--- src/rtl/ppbus_pkg.sv ---
package ppbus_pkg;

    typedef enum logic [1:0] {
        ST_IDLE  = 2'd0,
        ST_SETUP = 2'd1,
        ST_STRB  = 2'd2,
        ST_DONE  = 2'd3
    } seq_state_e;

    typedef enum logic [1:0] {
        CK_NONE = 2'd0,
        CK_ADDR = 2'd1,
        CK_DATA = 2'd2
    } cyc_kind_e;

endpackage

--- src/rtl/ppbus_decode.sv ---
module ppbus_decode
    import ppbus_pkg::*;
#(
    parameter int ADDR_W   = 3,
    parameter int ADDR_OFS = 3
) (
    input  logic [ADDR_W-1:0] addr,
    output cyc_kind_e         kind
);
    localparam logic [ADDR_W-1:0] OFS = ADDR_W'(ADDR_OFS);

    always_comb begin
        if (addr == OFS)     kind = CK_ADDR;
        else if (addr > OFS) kind = CK_DATA;
        else                 kind = CK_NONE;
    end
endmodule

--- src/rtl/ppbus_irq_sync.sv ---
module ppbus_irq_sync #(
    parameter int STAGES = 2
) (
    input  logic clk,
    input  logic rst_n,
    input  logic ack_n,
    output logic irq
);
    logic [STAGES-1:0] sync_d, sync_q;

    generate
        if (STAGES == 1) begin : g_one
            always_comb sync_d = ack_n;
        end else begin : g_chain
            always_comb sync_d = {sync_q[STAGES-2:0], ack_n};
        end
    endgenerate

    always_ff @(posedge clk) begin
        if (!rst_n) sync_q <= '1;
        else        sync_q <= sync_d;
    end

    assign irq = ~sync_q[STAGES-1];
endmodule

--- src/rtl/ppbus_seq.sv ---
module ppbus_seq
    import ppbus_pkg::*;
#(
    parameter int DATA_W     = 8,
    parameter int SETUP_CLKS = 1,
    parameter int MIN_LOW    = 2,
    parameter int TIMEOUT    = 255
) (
    input  logic              clk,
    input  logic              rst_n,
    input  logic              req,
    input  logic              we,
    input  cyc_kind_e         kind,
    input  logic [DATA_W-1:0] wdata,
    input  logic [DATA_W-1:0] pin_in,
    input  logic              wait_n,
    output logic              ready,
    output logic [DATA_W-1:0] rdata,
    output logic              strb_addr,
    output logic              strb_data,
    output logic              write_act,
    output logic [DATA_W-1:0] dout,
    output logic              doe,
    output logic              tflag
);
    localparam int CNT_W = $clog2(TIMEOUT + 1);
    localparam logic [CNT_W-1:0] SETUP_LAST = CNT_W'(SETUP_CLKS - 1);
    localparam logic [CNT_W-1:0] LOW_LAST   = CNT_W'(MIN_LOW - 1);
    localparam logic [CNT_W-1:0] TO_LAST    = CNT_W'(TIMEOUT - 1);

    typedef struct packed {
        seq_state_e        state;
        logic [CNT_W-1:0]  cnt;
        cyc_kind_e         kind;
        logic              we;
        logic [DATA_W-1:0] wbyte;
        logic [DATA_W-1:0] rbyte;
        logic              tflag;
    } seq_regs_t;

    seq_regs_t q, d;

    always_comb begin
        d = q;
        unique case (q.state)
            ST_IDLE: begin
                d.cnt = '0;
                if (req) begin
                    d.kind  = kind;
                    d.we    = we;
                    d.wbyte = wdata;
                    if (kind == CK_NONE) begin
                        d.rbyte = '0;
                        d.state = ST_DONE;
                    end else begin
                        d.state = ST_SETUP;
                    end
                end
            end
            ST_SETUP: begin
                if (q.cnt == SETUP_LAST) begin
                    d.cnt   = '0;
                    d.state = ST_STRB;
                end else begin
                    d.cnt = q.cnt + 1'b1;
                end
            end
            ST_STRB: begin
                if (q.cnt >= LOW_LAST && wait_n) begin
                    d.rbyte = q.we ? '0 : pin_in;
                    d.state = ST_DONE;
                end else if (q.cnt == TO_LAST) begin
                    d.rbyte = q.we ? '0 : '1;
                    d.tflag = 1'b1;
                    d.state = ST_DONE;
                end else begin
                    d.cnt = q.cnt + 1'b1;
                end
            end
            ST_DONE: begin
                d.state = ST_IDLE;
            end
            default: d.state = ST_IDLE;
        endcase
    end

    always_ff @(posedge clk) begin
        if (!rst_n) begin
            q <= '{state: ST_IDLE, cnt: '0, kind: CK_NONE, we: 1'b0,
                   wbyte: '0, rbyte: '0, tflag: 1'b0};
        end else begin
            q <= d;
        end
    end

    logic strb_act;
    assign strb_act  = (q.state == ST_STRB);
    assign strb_addr = strb_act && (q.kind == CK_ADDR);
    assign strb_data = strb_act && (q.kind == CK_DATA);
    assign write_act = strb_act && q.we;
    assign doe       = q.we && (q.kind != CK_NONE) && (q.state != ST_IDLE);
    assign dout      = q.wbyte;
    assign ready     = (q.state == ST_DONE);
    assign rdata     = q.rbyte;
    assign tflag     = q.tflag;

    // strobes exclusive, ready a single pulse
    p_excl_r10: assert property (@(posedge clk) disable iff (!rst_n)
        !(strb_addr && strb_data));
    p_ready_pulse_r10: assert property (@(posedge clk) disable iff (!rst_n)
        ready |=> !ready);
    // write data driven before strobe falls; strobe meets minimum width
    p_setup_r6: assert property (@(posedge clk) disable iff (!rst_n)
        $rose(strb_act) && write_act |-> $past(doe) && $stable(dout));
    p_minlow_r6: assert property (@(posedge clk) disable iff (!rst_n)
        $fell(strb_act) |-> $past(q.cnt) >= LOW_LAST);
    // low wait keeps the strobe active until the timeout limit
    p_wait_r7: assert property (@(posedge clk) disable iff (!rst_n)
        strb_act && !wait_n && (q.cnt < TO_LAST) |=> strb_act);
    // drivers released during a read strobe
    p_rdhiz_r5: assert property (@(posedge clk) disable iff (!rst_n)
        strb_act && !write_act |-> !doe);
    // timeout flag is sticky and appears with completion
    p_sticky_r8: assert property (@(posedge clk) disable iff (!rst_n)
        tflag |=> tflag);
    p_timeout_r8: assert property (@(posedge clk) disable iff (!rst_n)
        $rose(tflag) |-> ready);
endmodule

--- src/rtl/ppbus_cycle_gen.sv ---
module ppbus_cycle_gen
    import ppbus_pkg::*;
#(
    parameter int DATA_W     = 8,
    parameter int ADDR_W     = 3,
    parameter int ADDR_OFS   = 3,
    parameter int SETUP_CLKS = 1,
    parameter int MIN_LOW    = 2,
    parameter int TIMEOUT    = 255,
    parameter int IRQ_SYNC   = 2
) (
    input  logic              clk,
    input  logic              rst_n,
    input  logic              host_req,
    input  logic              host_we,
    input  logic [ADDR_W-1:0] host_addr,
    input  logic [DATA_W-1:0] host_wdata,
    output logic [DATA_W-1:0] host_rdata,
    output logic              host_ready,
    output logic [DATA_W-1:0] pd_out,
    output logic              pd_oe,
    input  logic [DATA_W-1:0] pd_in,
    output logic              astb_n,
    output logic              dstb_n,
    output logic              write_n,
    input  logic              wait_n,
    input  logic              ack_n,
    output logic              irq,
    output logic              timeout_flag
);
    cyc_kind_e kind;
    logic      strb_addr, strb_data, write_act;

    ppbus_decode #(.ADDR_W(ADDR_W), .ADDR_OFS(ADDR_OFS)) u_decode (
        .addr (host_addr),
        .kind (kind)
    );

    ppbus_seq #(
        .DATA_W(DATA_W), .SETUP_CLKS(SETUP_CLKS),
        .MIN_LOW(MIN_LOW), .TIMEOUT(TIMEOUT)
    ) u_seq (
        .clk       (clk),
        .rst_n     (rst_n),
        .req       (host_req),
        .we        (host_we),
        .kind      (kind),
        .wdata     (host_wdata),
        .pin_in    (pd_in),
        .wait_n    (wait_n),
        .ready     (host_ready),
        .rdata     (host_rdata),
        .strb_addr (strb_addr),
        .strb_data (strb_data),
        .write_act (write_act),
        .dout      (pd_out),
        .doe       (pd_oe),
        .tflag     (timeout_flag)
    );

    ppbus_irq_sync #(.STAGES(IRQ_SYNC)) u_irq (
        .clk   (clk),
        .rst_n (rst_n),
        .ack_n (ack_n),
        .irq   (irq)
    );

    assign astb_n  = ~strb_addr;
    assign dstb_n  = ~strb_data;
    assign write_n = ~write_act;
endmodule

--- config.mk ---
export PLATFORM = sky130hd
export DESIGN_NAME = ppbus_cycle_gen
export DESIGN_NICKNAME = d
export VERILOG_FILES = /design/src/rtl/ppbus_pkg.sv /design/src/rtl/ppbus_decode.sv /design/src/rtl/ppbus_irq_sync.sv /design/src/rtl/ppbus_seq.sv /design/src/rtl/ppbus_cycle_gen.sv
export SDC_FILE = /design/constraint.sdc
export NUM_CORES = 1
export LEC_CHECK = 0
export CAP_MARGIN = 20
export CORE_MARGIN = 1.5
export CORE_UTILIZATION = 25
export CTS_CLUSTER_DIAMETER = 80
export DETAILED_ROUTE_END_ITERATION = 8
export PLACE_DENSITY_LB_ADDON = 0.08
export SYNTH_ARGS = -nofsm -noshare
export SYNTH_HDL_FRONTEND = slang
export SYNTH_SLANG_ARGS = --single-unit
--- constraint.sdc ---
create_clock -name clk -period 2.4 [get_ports clk]
set_input_delay 0.36 -clock clk [delete_from_list [all_inputs] [get_ports clk]]
set_output_delay 0.36 -clock clk [all_outputs]
set_load 0.01 [all_outputs]
==> metrics.txt <==
status=finished with violations; failing checks=design-rule violations; layout cells sized above 1=between 10% and 20%; Final ANT Viol Nets=0; initial antenna violation count=0; Worst R2R Setup Slack=0.19 ns; Routed WL=a little under 4000 um; routed vias/inst=about 4.5; WP data arrival=around 2.4 ns; CTS Buffer Depth=2; Startpoint Class=flip-flop; hold path depth=1; min setup slack post-route=approximately 0.19 ns; minimum clock period=approximately 2.2 ns; Final Hold Vio Count=0; Max Freq=~450 MHz; Net Count, Synth=229; CTS Buf Count=5; Synth top area share=38.27%; FILL cells=a little under 700; diode count=0; WP data required=around 2.6 ns; CP Class=reg -> reg; total core area=between 6000 and 7000 um^2; mapped cell area=about 1700 um^2; vias in the first global route=about 1400; first-pass GRT wire length=between 6000 and 7000 um; crit path max fanout=7; routed len/inst=12.63 um; number of vias in the routed layout=1394; top cells by count, synth=32 x dfxtp_1, 30 x nand2_1, 16 x buf_4, 12 x a21boi_0, 12 x nor2_1; clock network fraction of design power=28.8%; worst r2r path cells=7; leak pwr=about 0.86 nW; die height=84.83 um; Setup Viol. Count Final=0; All-Layer GR Usage=approximately an eighth; Worst-Margin Slew=~0.4 ns; VDD IR-drop max=roughly 0.00033 V; clock sinks=32; Clk pin slew, worst setup/hold paths=0.07 ns; yosys warns=0; CTS resizes=0; drt pass-1 iters=6; Die ar.=approximately 7200 um^2; postcts setup bufs=0; Clock Skew=approximately 0.0065 ns; RePlAce Congestion=about 0.73; P&R area growth vs syn=34.98%; switching power=between 400 and 500 uW; fin. max-slew vios=0; post-synthesis cell count=195; synthesized area per cell=about 8.6 um^2; Die Wd=84.83 um; Int Pwr=between 1 and 1.5 mW; initial detailed-routing violation count=37; Max-Slew Margin vs Limit=72.88%; initial core utilization=26.07%; io pins=48; WHS Endpoint=u_irq.sync_q[1]$_SDFF_PN1_; top-count cell post-synth=dfxtp_1; PD cells=between 600 and 700 nW/um^2; GRT overflow=0; CTS H-Tree Depth=2; Combinational Power Share=~32%; Yosys cell types=39; Most used DFF post-synth=dfxtp_1; number of synthesized flops with an enable pin=0; Crit Reg-Reg Startpoint=u_seq.q[20]$_SDFFE_PN0P_; top cells by area, synth=dfxtp_1 38%, buf_4 7.2%, ha_1 6.7%; hold_ws=0.4054 ns; root buf cell=clkbuf_8; Port Buffer Count=47; Switching Fraction=between 30% and 40%; max-cap viol count=0; Post-CTS Hold Buffers=0; Worst setup EP type=flip-flop; Place WS=between 0.15 and 0.2 ns; Setup TNS Final=0 ns; CTS tree=built; RR Endpoint=u_seq.q[26]$_SDFFE_PN0P_; worst hold start=u_irq.sync_q[0]$_SDFF_PN1_; Clock Latency Late Sink=0.28 ns; largest net degree at the start of global routing=13; HPWL after DPL=slightly below 3000 um; Sequential Power Share=39.3%; Post-synth ARST share=0%; worst hold path type=reg -> reg; Final period util=between 90% and 100%; biggest area consumer among synthesized cells=dfxtp_1; RSZ-0062 raised after global routing=false; Final #Nets=269; flop and latch count out of synthesis=32; post-synthesis sequential area ratio=between 30% and 40%; # DRC=8; # rows=29
-- through the flow --
stage	instances	total power [mW]	area [um^2]	utilization [%]
6_report	312	1.571	2260	35.18
2_1_floorplan	195	0.9697	1674	-
3_5_place_dp	305	1.139	2163	33.68
3_3_place_gp	305	1.147	2163	33.68
5_1_grt	312	1.683	2260	35.18
4_1_cts	312	1.603	2260	35.18
-- critical path, stage by stage, from the launching register on --
cell,delay (ns)
dfxtp_1,0.36
inv_1,0.12
ha_1,0.14
or4b_1,0.44
o21ai_2,0.17
a21boi_2,0.10
or3_1,0.50
o311ai_2,0.28
-- worst max-delay path by stage --
| stage | slack [ns] | from | to |
|---|---|---|---|
| after floorplan | 0.26 | u_seq.q[21]$_SDFFE_PN0P_ | u_seq.q[26]$_SDFFE_PN0P_ |
| after global placement | 0.22 | u_seq.q[20]$_SDFFE_PN0P_ | u_seq.q[26]$_SDFFE_PN0P_ |
| after detailed placement | 0.19 | u_seq.q[20]$_SDFFE_PN0P_ | u_seq.q[26]$_SDFFE_PN0P_ |
| after CTS | 0.17 | u_seq.q[28]$_SDFFE_PN0P_ | pd_oe |
| after global routing | 0.04 | u_seq.q[20]$_SDFFE_PN0P_ | u_seq.rdata[7]$_SDFFE_PN0P_ |
| final | 0.19 | u_seq.q[20]$_SDFFE_PN0P_ | u_seq.q[26]$_SDFFE_PN0P_ |
-- cell type report --
type                    instances  area [um^2]  share of cell area, %
multi-input cells             132        854.6                  37.82
flip-flops and latches         32        640.6                  28.35
inverters                       7        26.28                  1.163
well taps                      77        96.34                  4.264
clock buffers                   7        96.34                  4.264
repair buffers                 57        545.5                  24.14
-- layer usage --
metal | GRT usage (%) | up-vias | part of all wire [%]
li1 | - | 739 | -
met1 | 16.61 | 623 | 52
met2 | 16.95 | 30 | 42
met3 | 4.086 | 2 | 5.6
met4 | 3.577 | 0 | 0.61
met5 | 0 | - | 0
-- cell families (layout without fill, tap and decap cells) --
logic type / Yosys count / count (layout) / synth area share (%)
AO/OA/AOI/OAI: 48 / 48 / 21.45
adder cells (fa/ha/maj): 9 / 9 / 6.727
buffers and inverters: 31 / 71 / 10.69
multiplexers: 2 / 2 / 1.271
AND/OR/NAND/NOR: 73 / 73 / 21.60
flip-flops: 32 / 32 / 38.27
-- state kept, by name (all words and copies together) (netlist names) --
register / cells
u_irq.sync_q: 2
u_seq.dout: 8
u_seq.tflag: 1
u_seq.q: 13
u_seq.rdata: 8
-- power groups by stage --
stage,registers [mW],logic [mW],clock network [mW]
finish,0.617,0.502,0.452
global route,0.627,0.559,0.497
CTS,0.617,0.513,0.473
detailed placement,0.629,0.509,0
global placement,0.630,0.517,0
floorplan,0.621,0.349,0
-- placed cells by master (no fill, tap or decap), drive strengths merged, types with 4 or more instances in the layout --
| cell type | n |
|---|---|
| buf | 10 |
| nand3 | 6 |
| nor2 | 12 |
| clkdlybuf4s50 | 47 |
| inv | 7 |
| dfxtp | 32 |
| and2 | 4 |
| nand2b | 4 |
| o21ai | 10 |
| o31ai | 5 |
| a21boi | 13 |
| o2bb2ai | 8 |
| nand2 | 30 |
| clkbuf | 7 |
| ha | 9 |
Note: power is estimated with default switching activity, not from simulation.
